**config.mk**
```make
export PLATFORM = sky130hd
export DESIGN_NAME = irq_vector_ctrl
export DESIGN_NICKNAME = d
export VERILOG_FILES = /design/src/rtl/ivc_pkg.sv /design/src/rtl/ivc_pending.sv /design/src/rtl/ivc_arbiter.sv /design/src/rtl/ivc_entry_seq.sv /design/src/rtl/irq_vector_ctrl.sv
export SDC_FILE = /design/constraint.sdc
export NUM_CORES = 1
export LEC_CHECK = 0
export ABC_AREA = 1
export ABC_CLOCK_PERIOD_IN_PS = 2610
export BUFFER_PORTS_ARGS = -buffer_cell sky130_fd_sc_hd__buf_2
export CORE_MARGIN = 10
export CORE_UTILIZATION = 49
export DETAILED_ROUTE_END_ITERATION = 12
export PLACE_DENSITY = 0.81
export SYNTH_ARGS = -nofsm -noshare
export SYNTH_HDL_FRONTEND = slang
export SYNTH_HIERARCHICAL = 1
export SYNTH_SLANG_ARGS = --single-unit
export TNS_END_PERCENT = 50
```
**constraint.sdc**
```tcl
create_clock -name clk -period 2.61 [get_ports clk]
set_input_delay 0.1305 -clock clk [delete_from_list [all_inputs] [get_ports clk]]
set_output_delay 0.1305 -clock clk [all_outputs]
set_load 0.01 [all_outputs]
```
**src/rtl/ivc_pkg.sv**
```systemverilog
package ivc_pkg;

    typedef enum logic [1:0] {
        ST_RUN  = 2'd0,
        ST_CALL = 2'd1,
        ST_JUMP = 2'd2,
        ST_DISP = 2'd3
    } entry_state_e;

endpackage

```
**src/rtl/ivc_pending.sv**
```systemverilog
module ivc_pending #(
    parameter int NSRC = 12
) (
    input  logic            clk,
    input  logic            rst_n,
    input  logic [NSRC-1:0] req_i,
    input  logic [NSRC-1:0] ack_i,
    output logic [NSRC-1:0] pend_o
);

    typedef struct packed {
        logic [NSRC-1:0] pend;
    } pend_t;

    pend_t st_d, st_q;

    // Set has priority over clear so a fresh strobe is never lost.
    always_comb begin
        st_d      = st_q;
        st_d.pend = (st_q.pend & ~ack_i) | req_i;
    end

    always_ff @(posedge clk) begin
        if (!rst_n) st_q <= '0;
        else        st_q <= st_d;
    end

    assign pend_o = st_q.pend;

    p_req_sets_r1: assert property (@(posedge clk) disable iff (!rst_n)
        (|req_i) |=> ((pend_o & $past(req_i)) == $past(req_i)));

    p_ack_clears_r6: assert property (@(posedge clk) disable iff (!rst_n)
        ((|ack_i) && ((req_i & ack_i) == '0)) |=> ((pend_o & $past(ack_i)) == '0));

endmodule

```
**src/rtl/ivc_arbiter.sv**
```systemverilog
module ivc_arbiter #(
    parameter int NSRC  = 12,
    parameter int SRC_W = $clog2(NSRC)
) (
    input  logic [NSRC-1:0]  elig_i,
    output logic             any_o,
    output logic [NSRC-1:0]  win_oh_o,
    output logic [SRC_W-1:0] win_idx_o
);

    logic [NSRC:0] above;

    assign above[0] = 1'b0;

    // Ripple chain: a source wins only if no lower index is eligible.
    for (genvar g = 0; g < NSRC; g++) begin : g_chain
        assign win_oh_o[g]  = elig_i[g] & ~above[g];
        assign above[g + 1] = above[g] | elig_i[g];
    end

    assign any_o = above[NSRC];

    always_comb begin
        win_idx_o = '0;
        for (int i = 0; i < NSRC; i++) begin
            if (win_oh_o[i]) win_idx_o = win_idx_o | SRC_W'(i);
        end
    end

endmodule

```
**src/rtl/ivc_entry_seq.sv**
```systemverilog
module ivc_entry_seq
    import ivc_pkg::*;
#(
    parameter int CALL_CYC = 10,
    parameter int JMP_CYC  = 5,
    parameter int SRC_W    = 4
) (
    input  logic             clk,
    input  logic             rst_n,
    input  logic             any_i,
    input  logic [SRC_W-1:0] win_idx_i,
    input  logic             instr_done_i,
    input  logic             gie_set_i,
    input  logic             gie_clr_i,
    output logic             take_o,
    output logic             gie_o,
    output logic             busy_o,
    output logic             handler_o,
    output logic [SRC_W-1:0] taken_idx_o
);

    localparam int MAXC  = (CALL_CYC > JMP_CYC) ? CALL_CYC : JMP_CYC;
    localparam int CNT_W = $clog2(MAXC + 1);
    localparam int GAP   = CALL_CYC + JMP_CYC + 1;
    localparam int GAP_W = $clog2(GAP + 2);

    typedef struct packed {
        entry_state_e     st;
        logic [CNT_W-1:0] cnt;
        logic             gie;
        logic [SRC_W-1:0] win;
    } seq_t;

    seq_t st_d, st_q;
    logic take;

    always_comb begin
        st_d = st_q;
        take = (st_q.st == ST_RUN) && st_q.gie && any_i && instr_done_i;

        if (gie_clr_i)      st_d.gie = 1'b0;
        else if (gie_set_i) st_d.gie = 1'b1;

        unique case (st_q.st)
            ST_RUN: begin
                if (take) begin
                    st_d.st  = ST_CALL;
                    st_d.cnt = '0;
                    st_d.gie = 1'b0;
                    st_d.win = win_idx_i;
                end
            end
            ST_CALL: begin
                if (st_q.cnt == CNT_W'(CALL_CYC - 1)) begin
                    st_d.st  = ST_JUMP;
                    st_d.cnt = '0;
                end else begin
                    st_d.cnt = st_q.cnt + 1'b1;
                end
            end
            ST_JUMP: begin
                if (st_q.cnt == CNT_W'(JMP_CYC - 1)) begin
                    st_d.st  = ST_DISP;
                    st_d.cnt = '0;
                end else begin
                    st_d.cnt = st_q.cnt + 1'b1;
                end
            end
            ST_DISP: begin
                st_d.st = ST_RUN;
            end
            default: st_d.st = ST_RUN;
        endcase
    end

    always_ff @(posedge clk) begin
        if (!rst_n) st_q <= '{st: ST_RUN, cnt: '0, gie: 1'b0, win: '0};
        else        st_q <= st_d;
    end

    assign take_o      = take;
    assign gie_o       = st_q.gie;
    assign busy_o      = (st_q.st == ST_CALL) || (st_q.st == ST_JUMP);
    assign handler_o   = (st_q.st == ST_DISP);
    assign taken_idx_o = st_q.win;

    // Independent cycle counter since the last take, for the timing check.
    logic [GAP_W-1:0] since_take_q;
    always_ff @(posedge clk) begin
        if (!rst_n)                             since_take_q <= '0;
        else if (take)                          since_take_q <= GAP_W'(1);
        else if (since_take_q != '0 &&
                 since_take_q <= GAP_W'(GAP))   since_take_q <= since_take_q + 1'b1;
    end

    p_take_single_r5: assert property (@(posedge clk) disable iff (!rst_n)
        take_o |=> !take_o);

    p_take_clears_gie_r6: assert property (@(posedge clk) disable iff (!rst_n)
        take_o |=> !gie_o);

    p_handler_timing_r7: assert property (@(posedge clk) disable iff (!rst_n)
        handler_o |-> (since_take_q == GAP_W'(GAP)));

    p_no_take_in_entry_r9: assert property (@(posedge clk) disable iff (!rst_n)
        (busy_o || handler_o) |-> !take_o);

    p_clear_wins_r10: assert property (@(posedge clk) disable iff (!rst_n)
        gie_clr_i |=> !gie_o);

endmodule

```
**src/rtl/irq_vector_ctrl.sv**
```systemverilog
module irq_vector_ctrl #(
    parameter int NSRC      = 12,
    parameter int FIRST_VEC = 2,
    parameter int CALL_CYC  = 10,
    parameter int JMP_CYC   = 5,
    parameter int REG_W     = 8,
    parameter int ADDR_W    = 16
) (
    input  logic              clk,
    input  logic              rst_n,
    input  logic [NSRC-1:0]   req_i,
    input  logic [NSRC-1:0]   mask_i,
    input  logic              gie_set_i,
    input  logic              gie_clr_i,
    input  logic              instr_done_i,
    output logic [REG_W-1:0]  vec_reg_o,
    output logic              gie_o,
    output logic              take_o,
    output logic [NSRC-1:0]   ack_o,
    output logic              entry_busy_o,
    output logic              handler_start_o,
    output logic [ADDR_W-1:0] vec_addr_o
);

    localparam int SRC_W = $clog2(NSRC);
    localparam int IDX_W = $clog2(NSRC + FIRST_VEC);

    logic [NSRC-1:0]  pend, elig, win_oh;
    logic             any;
    logic [SRC_W-1:0] win_idx, taken_idx;
    logic [IDX_W-1:0] cur_vidx, taken_vidx;

    ivc_pending #(.NSRC(NSRC)) u_pend (
        .clk    (clk),
        .rst_n  (rst_n),
        .req_i  (req_i),
        .ack_i  (ack_o),
        .pend_o (pend)
    );

    assign elig = pend & mask_i;

    ivc_arbiter #(.NSRC(NSRC), .SRC_W(SRC_W)) u_arb (
        .elig_i    (elig),
        .any_o     (any),
        .win_oh_o  (win_oh),
        .win_idx_o (win_idx)
    );

    ivc_entry_seq #(
        .CALL_CYC (CALL_CYC),
        .JMP_CYC  (JMP_CYC),
        .SRC_W    (SRC_W)
    ) u_seq (
        .clk          (clk),
        .rst_n        (rst_n),
        .any_i        (any),
        .win_idx_i    (win_idx),
        .instr_done_i (instr_done_i),
        .gie_set_i    (gie_set_i),
        .gie_clr_i    (gie_clr_i),
        .take_o       (take_o),
        .gie_o        (gie_o),
        .busy_o       (entry_busy_o),
        .handler_o    (handler_start_o),
        .taken_idx_o  (taken_idx)
    );

    assign ack_o      = take_o ? win_oh : '0;
    assign cur_vidx   = IDX_W'(win_idx) + IDX_W'(FIRST_VEC);
    assign taken_vidx = IDX_W'(taken_idx) + IDX_W'(FIRST_VEC);

    always_comb begin
        vec_reg_o = '0;
        if (any) vec_reg_o = REG_W'({cur_vidx, 1'b0});
    end

    assign vec_addr_o = ADDR_W'({taken_vidx, 1'b0});

    p_even_vector_r2: assert property (@(posedge clk) disable iff (!rst_n)
        (vec_reg_o[0] == 1'b0) && (vec_reg_o[REG_W-1:IDX_W+1] == '0));

    p_empty_reads_zero_r3: assert property (@(posedge clk) disable iff (!rst_n)
        ((pend & mask_i) == '0) |-> (vec_reg_o == '0));

    p_ack_onehot_r6: assert property (@(posedge clk) disable iff (!rst_n)
        $onehot0(ack_o) && (take_o == (|ack_o)));

endmodule

```
==> results of run 1 <==
[final cells by class]
type | instances | area [um2]
flip-flops and latches | 23 | 460
multi-input cells | 167 | 901
fillers | 358 | 1390
repair buffers | 52 | 260
inverters | 86 | 323
well taps | 46 | 57.6
clock buffers | 3 | 41.3
clock inverters | 1 | 5.00
[routing by layer]
metal	track usage (%)	share of wire, %	vias to the layer above
li1	-	-	888
met1	13.5	43	701
met2	20.2	44	54
met3	5.68	12	4
met4	3.87	1.0	0
met5	0	0	-
[worst max-delay path: stages (launching register included)]
cell,delay (ns)
dfxtp_1,0.33
nand2_1,0.05
inv_1,0.11
nor2_2,0.07
nand4_2,0.10
nor2_4,0.06
nand4_2,0.08
nor2_4,0.05
nand3b_1,0.20
nand2_2,0.17
nor3_4,0.41
nand2_1,0.09
inv_1,0.10
buf_2,0.13
[placed cells by master, fill, tap and decap left out, types with 3 or more instances in the layout]
cell       n
a21oi_1    6
a21oi_2   10
buf_2     52
clkbuf_8   3
conb_1    16
dfxtp_1   23
ha_1       9
inv_1     82
inv_2      4
nand2_1   62
nand3_1   13
nor2_1    28
o21ai_0    5
[how the worst min path moves through the flow]
| stage | startpoint | to | cells past startpoint |
|---|---|---|---|
| finish | gie_clr_i | u_seq/gie_o | 2 |
| global route | gie_clr_i | u_seq/gie_o | 2 |
| CTS | gie_clr_i | u_seq/gie_o | 2 |
| detailed placement | gie_clr_i | u_seq/gie_o | 2 |
| global placement | gie_clr_i | u_seq/gie_o | 2 |
| floorplan | gie_clr_i | u_seq/gie_o | 1 |
[cell families after synthesis]
logic type	count (synthesis)
compound gates	24
fa+ha+maj	9
buf+inv	110
flops	23
other cells	1
simple gates	117
[power by group through the flow]
stage | logic [mW] | registers [mW] | clock network (mW)
final | 0.366 | 0.399 | 0.230
after global routing | 0.417 | 0.403 | 0.250
after CTS | 0.360 | 0.399 | 0.234
after detailed placement | 0.358 | 0.406 | 0
after global placement | 0.349 | 0.406 | 0
after floorplan | 0.287 | 0.402 | 0
[synthesized netlist by cell type (2+ instances only)]
master,count,area [um2]
a21oi_1,6,30.0
a21oi_2,10,87.6
buf_4,21,158
buf_6,2,22.5
dfxtp_1,23,460
ha_1,9,113
inv_1,82,308
inv_2,4,15.0
nand2_1,62,233
nand3_1,13,65.1
nand3_2,2,20.0
nand4_2,2,25.0
nor2_1,28,105
nor2_4,2,22.5
nor3_1,2,10.0
o21ai_0,5,25.0
[flip-flops by register name (all words and copies together) (netlist names)]
register           cells
u_seq/st_q             6
u_seq/taken_idx_o      4
u_pend/pend_o         12
u_seq/gie_o            1
[timing repair]
item,CTS,global route
resized for setup,0,1
buffers inserted,0,0
setup endpoints to repair,0,12
[metrics by stage]
| step | setup slack (ns) | cells | utilization, % | instance area (um2) |
|---|---|---|---|---|
| after floorplan | 0.644 | 299 | - | 1850 |
| after detailed placement | 0.425 | 373 | 57.7 | 1990 |
| after CTS | 0.110 | 377 | 59.0 | 2030 |
| final | 0.261 | 378 | 59.5 | 2050 |
| after global placement | 0.519 | 373 | 57.7 | 1990 |
| after global routing | 0.0437 | 378 | 59.5 | 2050 |
==> impl_metrics.py, run 1 <==
metrics = {
    "run_status": {
        "status": "completed",
    },
    "cts": {
        "cts_buffer_depth": 2,
        "cts-hold-fix-buffers": 0,
        "numCtsBuffers": 3,
        "cts_root_buf": "clkbuf_8",
        "htree_levels": 1,
        "cts.clk_slew.worst_paths_ns": 0.08,
        "clock-sinks": 23,
        "cts_tree": "yes",
        "worstSkewPairLatency_ns": 0.27,
    },
    "floorplan": {
        "die_h_um": 80.6,
        "coreArea_um2": 3440,
        "initial_core_util_pct": 52.2,
        "rows": 21,
        "dieArea_um2": 6490,
        "boundaryPins": 69,
        "fp.dieW_um": 80.6,
    },
    "global_route": {
        "gr-total-overflow": 0,
        "grt_pass1_vias": 1570,
        "grt_max_degree": 21,
        "antenna_found_initial": 0,
        "track_usage_pct": 12.2,
        "grt_pass1_wl_um": 6510,
    },
    "power_and_ir_drop": {
        "p_seq_share_pct": 40.1,
        "pwr-share-clk_pct": 23.1,
        "power.leakage_nw": 1.34,
        "p_switching_uw": 376,
        "power.density_nw_per_um2": 486,
        "switching_share_pct": 37.8,
        "intPower_uw": 619,
        "ir_drop_uv": 449,
        "p_total_uw": 995,
        "combPwrFrac_pct": 36.8,
    },
    "setup_path": {
        "reg2reg_to": "u_pend/pend_o[3]",
        "worst_setup_path_start_kind": "flip-flop",
        "cp.arrival_ns": 2.22,
        "r2r_cells": 15,
        "cp-startpoint": "u_pend/pend_o[0]",
        "critical_path_required_ns": 2.48,
        "critPathKind": "flip-flop to output pin",
        "worstSetupEndpointType": "output pin",
        "reg2reg_slack_ns": 0.53,
        "reg2reg_from": "u_pend/pend_o[0]",
        "setup.worst_path.end": "ack_o[3]",
        "path_max_fanout": 10,
    },
    "placement": {
        "gp_congestion": 0.831,
        "dp_hpwl_um": 3390,
        "numPortBuffers": 52,
    },
    "yosys": {
        "yosysUniqueCellTypes": 27,
        "synth-seq-cells": 23,
        "synth_compound_area_share_pct": 9.89,
        "synth-xor-area-share_pct": 0,
        "synth_edf_count": 0,
        "synth_top_family_by_area": "simple AND/OR/NAND/NOR gates",
        "synthSimpleGateAreaFrac_pct": 29.7,
        "yosysSeqAreaShare_pct": 25.6,
        "synth_warnings": 6,
        "syn_area_um2": 1800,
        "synth_ff_type": "dfxtp_1",
        "ys_async_sr_fraction_pct": 0,
        "synthMuxAreaShare_pct": 0,
        "syn_avg_cell_area_um2": 6.33,
        "synth_cells": 284,
        "yosys.area_share.adder_pct": 6.27,
    },
    "sta": {
        "drv_slew": 0,
        "finClkSkew_ns": 0.00360,
        "hold_viol": 0,
        "fin_crit_ns": 2.35,
        "setup-tns-final_ns": 0,
        "period_share_pct": 90.0,
        "grt_setup_unrepaired": "false",
        "hold_ws_ns": 0.0524,
        "fmax_mhz": 426,
        "setup_viol": 0,
    },
    "routing": {
        "firstDrtPassIters": 4,
        "viasPerCell": 4.36,
        "wirelength_um": 4090,
        "wire_per_inst_um": 10.8,
        "drt_iter0_drc": 81,
        "num_vias": 1647,
        "ant_nets": 0,
        "drc": 0,
    },
    "layout": {
        "n_antenna_cell": 0,
        "drive_gt1_share_pct": 24.7,
        "area_growth_pct": 14.0,
        "nets": 371,
    },
    "hold_path": {
        "hold_path_class": "primary input to flip-flop",
    },
    "flow_run": {
        "max_cap_violations": 0,
    },
}
(Power assumes the default switching activity.)
==> inputs of run 2 (changes only) <==
--- a/config.mk
+++ b/config.mk
@@ -11,7 +11,7 @@
 export CORE_MARGIN = 10
 export CORE_UTILIZATION = 49
 export DETAILED_ROUTE_END_ITERATION = 12
-export PLACE_DENSITY = 0.81
+export PLACE_DENSITY_LB_ADDON = 0.1
 export SYNTH_ARGS = -nofsm -noshare
 export SYNTH_HDL_FRONTEND = slang
 export SYNTH_HIERARCHICAL = 1
==> run 2 against run 1 <==
Effect of this change: critical path depth up 1; critical path type unchanged; combinational power barely moved; die area did not move; core utilization grew 0.55 points; sequential share of layout area shrank 0.20 points; first-iteration DRC count shrank 6.2%; largest power group unchanged.
==> impl_metrics.py, run 2 (synthesis gave the netlist of run 1 again) <==
metrics = {
    "cts": {
        "clock-sinks": 23,
        "cts.clk_slew.worst_paths_ns": 0.08,
        "htree_levels": 1,
        "cts_buffer_depth": 2,
        "worstSkewPairLatency_ns": 0.26,
        "cts_root_buf": "clkbuf_8",
        "cts-hold-fix-buffers": 0,
        "numCtsBuffers": 3,
        "cts_tree": "yes",
    },
    "sta": {
        "grt_setup_unrepaired": "false",
        "fin_crit_ns": 2.34,
        "period_share_pct": 89.6,
        "drv_slew": 0,
        "setup-tns-final_ns": 0,
        "hold_viol": 0,
        "fmax_mhz": 428,
        "finClkSkew_ns": 0.00130,
        "setup_viol": 0,
    },
    "routing": {
        "wire_per_inst_um": 10.5,
        "wirelength_um": 3980,
        "drt_iter0_drc": 76,
        "viasPerCell": 4.29,
        "num_vias": 1627,
        "drc": 0,
        "ant_nets": 0,
        "firstDrtPassIters": 4,
    },
    "layout": {
        "largest_reg_flops": 12,
        "nets": 372,
        "n_antenna_cell": 0,
        "final_common_cell": "inv_1",
        "layout_common_cells": "inv_1 (82), nand2_1 (62), buf_2 (52)",
        "fillers": 388,
        "drive_gt1_share_pct": 24.6,
        "area_growth_pct": 15.0,
        "post-route-util_pct": 60.1,
    },
    "placement": {
        "numPortBuffers": 52,
        "gp_congestion": 0.841,
        "dp_hpwl_um": 3250,
    },
    "floorplan": {
        "coreArea_um2": 3440,
        "fp.dieW_um": 80.6,
        "boundaryPins": 69,
        "rows": 21,
        "die_h_um": 80.6,
        "initial_core_util_pct": 52.2,
        "dieArea_um2": 6490,
    },
    "power_and_ir_drop": {
        "power.leakage_nw": 1.35,
        "combPwrFrac_pct": 37.3,
        "switching_share_pct": 36.8,
        "pwr-share-clk_pct": 22.4,
        "p_switching_uw": 364,
        "p_seq_share_pct": 40.3,
        "ir_drop_uv": 324,
        "intPower_uw": 623,
        "power.density_nw_per_um2": 477,
    },
    "global_route": {
        "gr-total-overflow": 0,
        "antenna_found_initial": 0,
        "grt_pass1_wl_um": 6690,
        "track_usage_pct": 12.3,
        "grt_max_degree": 21,
        "grt_pass1_vias": 1509,
    },
    "setup_path": {
        "worst_setup_path_start_kind": "flip-flop",
        "critPathKind": "flip-flop to output pin",
        "worstSetupEndpointType": "output pin",
        "cp.arrival_ns": 2.21,
        "critical_path_required_ns": 2.48,
        "path_max_fanout": 10,
    },
    "hold_path": {
        "hold_path_class": "primary input to flip-flop",
    },
    "flow_run": {
        "max_cap_violations": 0,
    },
    "run_status": {
        "status": "completed",
    },
}
## run 2: cell count changes in the layout (fill, tap and decap cells not counted)
cell and change:
buf_12 +1, clkinv_2 -1, clkbuf_1 +1
## run 2: layout make-up
cell class	count	area, um2	area share [%]
multi-input combinational	167	901	43.6
sequential	23	460	22.3
clock buffer	4	45.0	2.18
inverter	86	323	15.6
timing repair buffer	53	280	13.6
tap	46	57.6	2.78
## run 2: repair_timing
item | 4_1_cts | 5_1_grt
setup buffers | 0 | 1
resized for setup | 0 | 1
setup endpoints to repair | 0 | 13
## run 2: worst paths after layout
kind | from | to | slack [ns] | cells past startpoint
worst max register to register | u_pend/pend_o[1] | u_pend/pend_o[10] | 0.54 | 16
worst min-delay path | gie_clr_i | u_seq/gie_o | 0.02 | 2
worst min register to register | u_pend/pend_o[8] | u_pend/pend_o[8] | 0.47 | 2
worst max-delay path | u_pend/pend_o[1] | ack_o[9] | 0.27 | 14
## run 2: per-layer routing
metal	track usage, %	wire length, um
met5	0	0
met4	3.70	29
met3	4.23	419
met2	18.5	1670
met1	16.1	1870
## run 2: power by group through the flow
stage          clock [mW]  combinational (mW)  sequential (mW)
2_1_floorplan           0               0.287            0.402
3_3_place_gp            0               0.353            0.406
3_5_place_dp            0               0.355            0.406
4_1_cts             0.230               0.357            0.398
5_1_grt             0.242               0.423            0.402
6_report            0.221               0.368            0.398
## run 2: critical path, stage by stage (launching register included)
cell	delay [ns]
dfxtp_1	0.32
nand2_1	0.06
inv_1	0.07
nor2_2	0.16
nand4_2	0.13
nor2_4	0.15
nand4_2	0.11
nor2_4	0.12
nand3b_1	0.18
nand2_2	0.21
nor3_4	0.07
buf_12	0.14
nand2_1	0.05
inv_1	0.05
buf_2	0.13
## run 2: stage by stage
step	setup slack, ns	area (um2)	power, mW	instances	hold WS (ns)
CTS	0.116	2030	0.985	377	0.0140
detailed placement	0.403	1990	0.761	373	0.300
floorplan	0.644	1850	0.689	299	0.209
finish	0.272	2070	0.987	379	0.0194
global placement	0.465	1990	0.758	373	0.306
global route	0.0556	2070	1.07	379	0.0128
